`src/rtl/gdt_pkg.sv`:
```
package gdt_pkg;

  localparam int BYTE_W = 8;

  localparam logic [BYTE_W-1:0] K_IDLE  = 8'h07;
  localparam logic [BYTE_W-1:0] K_START = 8'hFB;
  localparam logic [BYTE_W-1:0] K_TERM  = 8'hFD;
  localparam logic [BYTE_W-1:0] K_EXT   = 8'hF7;
  localparam logic [BYTE_W-1:0] K_ERR   = 8'hFE;

  // Role of one transmit slot, decided once at the input
  typedef enum logic [2:0] {
    SL_IDLE  = 3'd0,
    SL_LEAD  = 3'd1,
    SL_START = 3'd2,
    SL_DATA  = 3'd3,
    SL_BAD   = 3'd4,
    SL_TERM  = 3'd5,
    SL_EXT   = 3'd6
  } slot_kind_t;

  typedef struct packed {
    slot_kind_t           kind;
    logic [BYTE_W-1:0]    byte_v;
  } slot_t;

  localparam slot_t IDLE_SLOT = '{kind: SL_IDLE, byte_v: '0};

endpackage

```
`src/rtl/gdt_classify.sv`:
```
module gdt_classify
  import gdt_pkg::*;
#(
  parameter int LEAD_CYCLES = 2
) (
  input  logic              clk,
  input  logic              rst,
  input  logic              en_i,
  input  logic              err_i,
  input  logic [BYTE_W-1:0] data_i,
  output slot_t             slot_o
);

  localparam int CNT_W = $clog2(LEAD_CYCLES + 1);
  localparam logic [CNT_W-1:0] CNT_MAX  = CNT_W'(LEAD_CYCLES);
  localparam logic [CNT_W-1:0] CNT_LAST = CNT_W'(LEAD_CYCLES - 1);

  logic [CNT_W-1:0] run_q;
  logic             term_q;
  slot_kind_t       kind_d;

  // Slot role from the run position and the previous slot
  always_comb begin
    if (term_q) begin
      kind_d = SL_EXT;
    end else if (en_i) begin
      if (run_q < CNT_LAST)       kind_d = SL_LEAD;
      else if (run_q == CNT_LAST) kind_d = SL_START;
      else if (err_i)             kind_d = SL_BAD;
      else                        kind_d = SL_DATA;
    end else begin
      kind_d = (run_q == CNT_MAX) ? SL_TERM : SL_IDLE;
    end
  end

  always_ff @(posedge clk) begin
    if (rst) begin
      run_q  <= '0;
      term_q <= 1'b0;
      slot_o <= IDLE_SLOT;
    end else begin
      if (!en_i)                run_q <= '0;
      else if (run_q != CNT_MAX) run_q <= run_q + 1'b1;
      term_q <= (kind_d == SL_TERM);
      slot_o <= '{kind: kind_d, byte_v: data_i};
    end
  end

endmodule

```
`src/rtl/gdt_skew.sv`:
```
module gdt_skew
  import gdt_pkg::*;
#(
  parameter int STAGES = 1
) (
  input  logic  clk,
  input  logic  rst,
  input  slot_t slot_i,
  output slot_t slot_o
);

  generate
    if (STAGES == 0) begin : g_wire
      assign slot_o = slot_i;
    end else begin : g_chain
      slot_t q [STAGES];
      for (genvar g = 0; g < STAGES; g++) begin : g_stage
        if (g == 0) begin : g_head
          always_ff @(posedge clk) begin
            if (rst) q[g] <= IDLE_SLOT;
            else     q[g] <= slot_i;
          end
        end else begin : g_body
          always_ff @(posedge clk) begin
            if (rst) q[g] <= IDLE_SLOT;
            else     q[g] <= q[g-1];
          end
        end
      end
      assign slot_o = q[STAGES-1];
    end
  endgenerate

endmodule

```
`src/rtl/gdt_encode.sv`:
```
module gdt_encode
  import gdt_pkg::*;
(
  input  logic              clk,
  input  logic              rst,
  input  slot_t             slot_i,
  output logic [BYTE_W-1:0] data_o,
  output logic              ctrl_o
);

  always_ff @(posedge clk) begin
    if (rst) begin
      data_o <= K_IDLE;
      ctrl_o <= 1'b1;
    end else begin
      ctrl_o <= 1'b1;
      unique case (slot_i.kind)
        SL_START: data_o <= K_START;
        SL_DATA: begin
          data_o <= slot_i.byte_v;
          ctrl_o <= 1'b0;
        end
        SL_BAD:  data_o <= K_ERR;
        SL_TERM: data_o <= K_TERM;
        SL_EXT:  data_o <= K_EXT;
        default: data_o <= K_IDLE;
      endcase
    end
  end

endmodule

```
`src/rtl/gdt_level_map.sv`:
```
module gdt_level_map #(
  parameter int LVL_W = 4
) (
  input  logic [LVL_W-1:0] level_i,
  output logic             empty_o,
  output logic             low_o,
  output logic             full_o,
  output logic             high_o
);

  assign empty_o = level_i[3];
  assign low_o   = level_i[2];
  assign full_o  = level_i[1];
  assign high_o  = level_i[0];

endmodule

```
`src/rtl/gmii_delim_tx.sv`:
```
module gmii_delim_tx
  import gdt_pkg::*;
#(
  parameter int LEAD_CYCLES = 2,
  parameter int SKEW_STAGES = 1,
  parameter int LVL_W       = 4
) (
  input  logic              clk,
  input  logic              rst,
  input  logic              tx_en,
  input  logic              tx_err,
  input  logic [BYTE_W-1:0] tx_data,
  input  logic [LVL_W-1:0]  buf_level,
  output logic [BYTE_W-1:0] lnk_data,
  output logic              lnk_ctrl,
  output logic              buf_empty,
  output logic              buf_low,
  output logic              buf_full,
  output logic              buf_high
);

  slot_t cls_slot;
  slot_t dly_slot;

  gdt_classify #(.LEAD_CYCLES(LEAD_CYCLES)) u_cls (
    .clk    (clk),
    .rst    (rst),
    .en_i   (tx_en),
    .err_i  (tx_err),
    .data_i (tx_data),
    .slot_o (cls_slot)
  );

  gdt_skew #(.STAGES(SKEW_STAGES)) u_skew (
    .clk    (clk),
    .rst    (rst),
    .slot_i (cls_slot),
    .slot_o (dly_slot)
  );

  gdt_encode u_enc (
    .clk    (clk),
    .rst    (rst),
    .slot_i (dly_slot),
    .data_o (lnk_data),
    .ctrl_o (lnk_ctrl)
  );

  gdt_level_map #(.LVL_W(LVL_W)) u_lvl (
    .level_i (buf_level),
    .empty_o (buf_empty),
    .low_o   (buf_low),
    .full_o  (buf_full),
    .high_o  (buf_high)
  );

endmodule

```
`config.mk`:
```
export PLATFORM = sky130hd
export DESIGN_NAME = gmii_delim_tx
export DESIGN_NICKNAME = d
export VERILOG_FILES = /design/src/rtl/gdt_pkg.sv /design/src/rtl/gdt_classify.sv /design/src/rtl/gdt_skew.sv /design/src/rtl/gdt_encode.sv /design/src/rtl/gdt_level_map.sv /design/src/rtl/gmii_delim_tx.sv
export SDC_FILE = /design/constraint.sdc
export NUM_CORES = 1
export LEC_CHECK = 0
export BUFFER_PORTS_ARGS = -buffer_cell sky130_fd_sc_hd__buf_2
export CAP_MARGIN = 10
export CORE_MARGIN = 3
export CORE_UTILIZATION = 54
export CTS_CLUSTER_DIAMETER = 200
export DETAILED_ROUTE_END_ITERATION = 10
export PLACE_DENSITY_LB_ADDON = 0.2
export SLEW_MARGIN = 20
export SYNTH_ARGS = -nofsm -noshare
export SYNTH_HDL_FRONTEND = slang
export SYNTH_SLANG_ARGS = --single-unit
```
`constraint.sdc`:
```
create_clock -name clk -period 1.8 [get_ports clk]
set_input_delay 0 -clock clk [delete_from_list [all_inputs] [get_ports clk]]
set_output_delay 0 -clock clk [all_outputs]
set_load 0.01 [all_outputs]
```
## Yosys cells after proc, flatten, opt, wreduce, memory -nomap -nowiden

Memory sizes are Yosys's and may differ from the RTL's.
Index checks and enable logic that the tools add are counted.

- Flip-flop bits (word level): 23
- Bits in latches: 0
- Memory bits (writable): 11
- Memory bits (read-only): 0
- Input port bits: 16
- Output and inout bits: 13
- Word-level logic and storage cells: 34
- Memories kept: 1

- Add/subtract/negate cells: 1
- Multipliers: 0
- Div/mod/pow operators: 0
- $lt $le $gt $ge: 1
- Eq/ne operators: 9
- Shifts and indexed selects: 0
- Muxes and demuxes: 13
- Bitwise logic cells: 1
- Reductions and logical operators: 2

Memories:

| name | depth | bits a word | rd ports | clocked after memory_dff | wr ports | RTL line | text |
|---|---|---|---|---|---|---|---|
| u_skew.g_chain.q | 1 | 11 | 1 | 0 | 1 | gdt_skew.sv:16 | `slot_t q [STAGES];` |

Operators by type and width:

| kind | count |
|---|---|
| $pmux W8 S5 | 1 |
| $mux W3 | 6 |
| $eq A3 B3 Y1 const B | 4 |
| $mux W11 | 1 |
| $reduce_or A11 Y1 | 1 |
| $eq A3 B2 Y1 const B | 2 |
| $mux W1 | 5 |
| $add A2 B1 Y2 const B | 1 |
| $eq A2 B1 Y1 const B | 1 |
| $eq A2 B2 Y1 const B | 1 |
| $lt A2 B1 Y1 const B | 1 |
| $ne A2 B2 Y1 const B | 1 |
| $reduce_or A2 Y1 | 1 |
| $not A1 Y1 | 1 |

## Longest topological paths before layout

- Depth in word-level cells: 6
- Depth in mapped cells: 5
- Depth with buffers taken out: 5

## Cells and area by module

A second synthesis with hierarchy kept.

- Cell total of the unflattened synthesis: 106
- Area total of the unflattened synthesis: 1181.1 um^2

By module, submodules not included:

| module | times used | cells an instance | area each (um^2) |
|---|---|---|---|
| gdt_classify | 1 | 46 | 490.5 |
| gdt_skew | 1 | 23 | 337.8 |
| gdt_encode | 1 | 33 | 322.8 |
| gdt_level_map | 1 | 4 | 30.0 |

## Worst setup path before layout

No wires, ideal clock.

- Path type: flip-flop to flip-flop
- Start point: reg u_cls.run_q[0]
- End point: reg u_cls.term_q
- Library setup time: 88 ps
- Arrival time: 1129 ps
- Required time: 1712 ps
- Path slack: 583 ps
- Stages on the path, launching flop included: 6
- Clock period less this slack: 1217 ps
- Path through: dfxtp_1 inv_1 ha_1 and4bb_1 nor3_2 nor4_2

- Cells in the longest elaborated chain, start to end: 6

RTL lines:

| element | RTL line | text |
|---|---|---|
| start: declaration | gdt_classify.sv:18 | `logic [CNT_W-1:0] run_q;` |
| start signal: assignment | gdt_classify.sv:43 | `else if (run_q != CNT_MAX) run_q <= run_q + 1'b1;` |
| $eq A2 B1 Y1 | gdt_classify.sv:28 | `else if (run_q == CNT_LAST) kind_d = SL_START;` |
| $mux W3 | gdt_classify.sv:28 |  |
| $mux W3 | gdt_classify.sv:27 | `if (run_q < CNT_LAST) kind_d = SL_LEAD;` |
| $mux W3 (*) | gdt_classify.sv:26 | `end else if (en_i) begin` |
| $mux W3 (*) | gdt_classify.sv:24 | `if (term_q) begin` |
| $eq A3 B3 Y1 (*) | gdt_classify.sv:44 | `term_q <= (kind_d == SL_TERM);` |
| end signal: assignment | gdt_classify.sv:44 |  |
| end: declaration | gdt_classify.sv:19 | `logic term_q;` |

Every way passes the cells marked *; elsewhere a longest branch is shown, timed or not.
A chain may end at the register's enable or synchronous reset.

## Worst setup path in the final report

Same ends and word-level chain as after synthesis.

==> impl_metrics.yaml <==
outcome:
  outcome: "finished, final reports clean"
timing:
  totalNegativeSetupSlack_ps: 0
  slew-limit-headroom_pct: 68.27
  layout_min_cycle_time_ps: 1417
  rsz0062_at_grt: "false"
  whs_ps: 0.004477
  setup_violations: 0
  hold_violations: 0
  fmax_mhz: 705.5
  worst_pin_slew_ps: 475.9
  fin_ws_ps: 382.5
  worst_clock_skew_ps: 9.053
  timing.final.crit_share_pct: 78.75
  slew_violations: 0
global_route:
  overflow: 0
  antenna_found_initial: 0
  grt_pass1_vias: 731
  grt_pass1_wl_um: 2884
  grtUsageTotal_pct: 15.87
  grt_max_degree: 30
floorplan:
  fp.dieH_um: 52.42
  io_pins: 29
  rows: 16
  start_util_pct: 58.12
  core_um2: 2002
  die_w_um: 52.42
  die_area_um2: 2748
detailed_routing:
  drcViolationCount: 0
  dr.pass1.iters: 2
  drt_iter0_drc: 4
  viasPerCell: 4.791
  wl_um: 1805
  vias: 781
  wl_per_cell_um: 11.07
  antenna_left: 0
setup_path:
  reg2reg_to: "u_cls.term_q"
  crit_path_start_kind: "flop"
  endpoint: "u_cls.term_q"
  worstRegToRegCells: 5
  path_cells: "inv_1 > ha_1 > and2b_1 > a31oi_1 > nor4_2"
  crit_path_end_kind: "flop"
  setup.worst_path.start: "u_cls.run_q[0]"
  crit_cells: 5
  r2r_start: "u_cls.run_q[0]"
  path_class: "flop to flop"
  ff2ff_setup_slack_ps: 380
  crit_family: "flip-flops"
  worst_path_max_delay_cell: "dfxtp_1"
  critPathMaxFanout: 5
  arrival_ps: 1640
  cp_num_buf_inv: 1
  cpPeakStageDelay_ps: 430
  critPathRequiredTime_ps: 2020
power_and_ir_drop:
  leakage_nw: 0.5871
  p_sw_share_pct: 22.01
  clkPwrFrac_pct: 38.6
  peakVddDrop_mv: 0.7342
  power_frac_seq_pct: 55.1
  combPwrFrac_pct: 6.4
  power.internal_mw: 1.124
  pwr_density_cell_nw_per_um2: 1019
  p_total_mw: 1.441
  p_sw_uw: 317.1
logic_synthesis:
  netlist_instances: 106
  synth.distinct_cells: 26
  yosysWarnings: 0
  syn_nets: 125
  synth.ff_latch_count: 34
  avgSynthCellArea_um2: 10.98
  synth_area_um2: 1164
  yosysSeqAreaShare_pct: 58.49
layout:
  finalInstanceArea_um2: 1414
  area_growth_pct: 21.51
  nNetsFinal: 154
  layout_common_cells: "dfxtp_1 (34), buf_2 (20), nor2b_1 (19), dlygate4sd3_1 (9), nand2b_1 (7)"
  layout_commonest_cell: "dfxtp_1"
  antenna_cells: 0
  drive_gt1_share_pct: 22.79
place:
  postPlaceCellArea_um2: 1241
  portBuffers: 20
  pre_cts_ws_ps: 439.5
  dp_hpwl_um: 1124
  routabilityCongestion: 0.6557
cts:
  clock_sinks: 34
  cts_buffers: 5
  worst_skew_pair.late_latency_ps: 350
  clk_path_buf_depth: 2
  clkSlewWorstSetupHoldPaths_ps: 100
  htreeDepth: 2
  cts_setup_buffers: 0
  root_buffer: "clkbuf_4"
  cts_tree: "built"
hold_path:
  hold_path.class: "input pin to primary output"
  min_path_cells: 0
flow_run:
  timing.max_cap.violations: 0
-- worst reg2reg max path, delay by kind of cell (launching register included) --
| family | cells | cell delay, ps |
|---|---|---|
| AOI/OAI and AO/OA | 1 | 230 |
| adders and majority gates | 1 | 250 |
| buffers and inverters | 1 | 110 |
| DFF | 1 | 430 |
| and+or+nand+nor | 2 | 270 |
-- cell usage after synthesis, drive strengths merged --
| cell type | instances | share of area (%) |
|---|---|---|
| and4bb | 1 | 1.1 |
| a31oi | 5 | 2.7 |
| a211o | 1 | 0.75 |
| and2b | 2 | 1.3 |
| nor2 | 4 | 1.3 |
| dfxtp | 34 | 58 |
| or2b | 2 | 1.3 |
| xor2 | 1 | 0.75 |
| nor2b | 19 | 10 |
| o21ai | 3 | 1.3 |
| ha | 3 | 3.2 |
| buf | 6 | 4.5 |
| nand2 | 2 | 0.65 |
| inv | 4 | 1.3 |
| nand2b | 8 | 4.5 |
| nor4 | 1 | 1.1 |
| o21bai | 1 | 0.65 |
| a21oi | 3 | 1.3 |
| o22ai | 1 | 0.54 |
| mux2i | 1 | 0.86 |
| clkbuf | 1 | 0.32 |
| a21boi | 1 | 0.65 |
| nor3 | 2 | 1.3 |
-- registers in the layout, indices dropped and copies added (netlist names) --
register and flops:
u_cls.term_q 1, u_cls.run_q 2, u_skew.g_chain.q 11, u_cls.slot_o 11, u_enc.ctrl_o 1, u_enc.data_o 8
-- per-layer routing --
metal  share of wire (%)  global-route usage [%]  up-vias
met3                 6.7                   6.268        8
met5                   0                       0        -
li1                    -                       -      400
met1                  37                   12.90      346
met4                 4.1                   16.60        0
met2                  53                   27.27       27
-- how the worst min path moves through the flow --
stage	to	slack (ps)	startpoint
3_5_place_dp	buf_high	0.1	buf_level[0]
5_1_grt	buf_high	0.03	buf_level[0]
4_1_cts	buf_high	0.1	buf_level[0]
2_1_floorplan	buf_empty	90	buf_level[3]
6_report	buf_high	0.004	buf_level[0]
3_3_place_gp	buf_high	0.1	buf_level[0]
-- metrics by stage --
step / cells / util [%]
2_1_floorplan: 106 / -
3_3_place_gp: 146 / 62.00
3_5_place_dp: 146 / 62.00
4_1_cts: 163 / 70.63
5_1_grt: 163 / 70.63
6_report: 163 / 70.63
-- power by group through the flow --
stage,clock [mW],sequential [mW],combinational (mW)
2_1_floorplan,0,0.810,0.0639
3_3_place_gp,0,0.810,0.0727
3_5_place_dp,0,0.811,0.0758
4_1_cts,0.568,0.794,0.0920
5_1_grt,0.600,0.797,0.103
6_report,0.556,0.794,0.0917
-- what timing repair did --
action / CTS / global route
hold buffers: 9 / 0
gates resized for setup: 0 / 0
hold endpoints to repair: 9 / 0
-- cell families (layout without fill, tap and decap cells) --
family | Yosys count | count (layout) | share of synthesized area [%]
AOI/OAI and AO/OA | 15 | 15 | 7.850
xor gates and xnor gates | 1 | 1 | 0.7528
adders and majority gates | 3 | 3 | 3.226
buffers and inverters | 11 | 41 | 6.128
DFF | 34 | 34 | 58.49
muxes | 1 | 1 | 0.8602
and+or+nand+nor | 41 | 41 | 22.69
-- area by class of cell --
type	count	area, um^2
Inverter	4	15.01
Clock buffer	5	37.54
Clock inverter	3	45.04
Tap cell	27	33.78
Sequential cell	34	680.7
Fill cell	174	588.1
Timing Repair Buffer	29	190.2
Multi-Input combinational cell	61	411.6
Note: power is estimated with default switching activity, not from simulation.
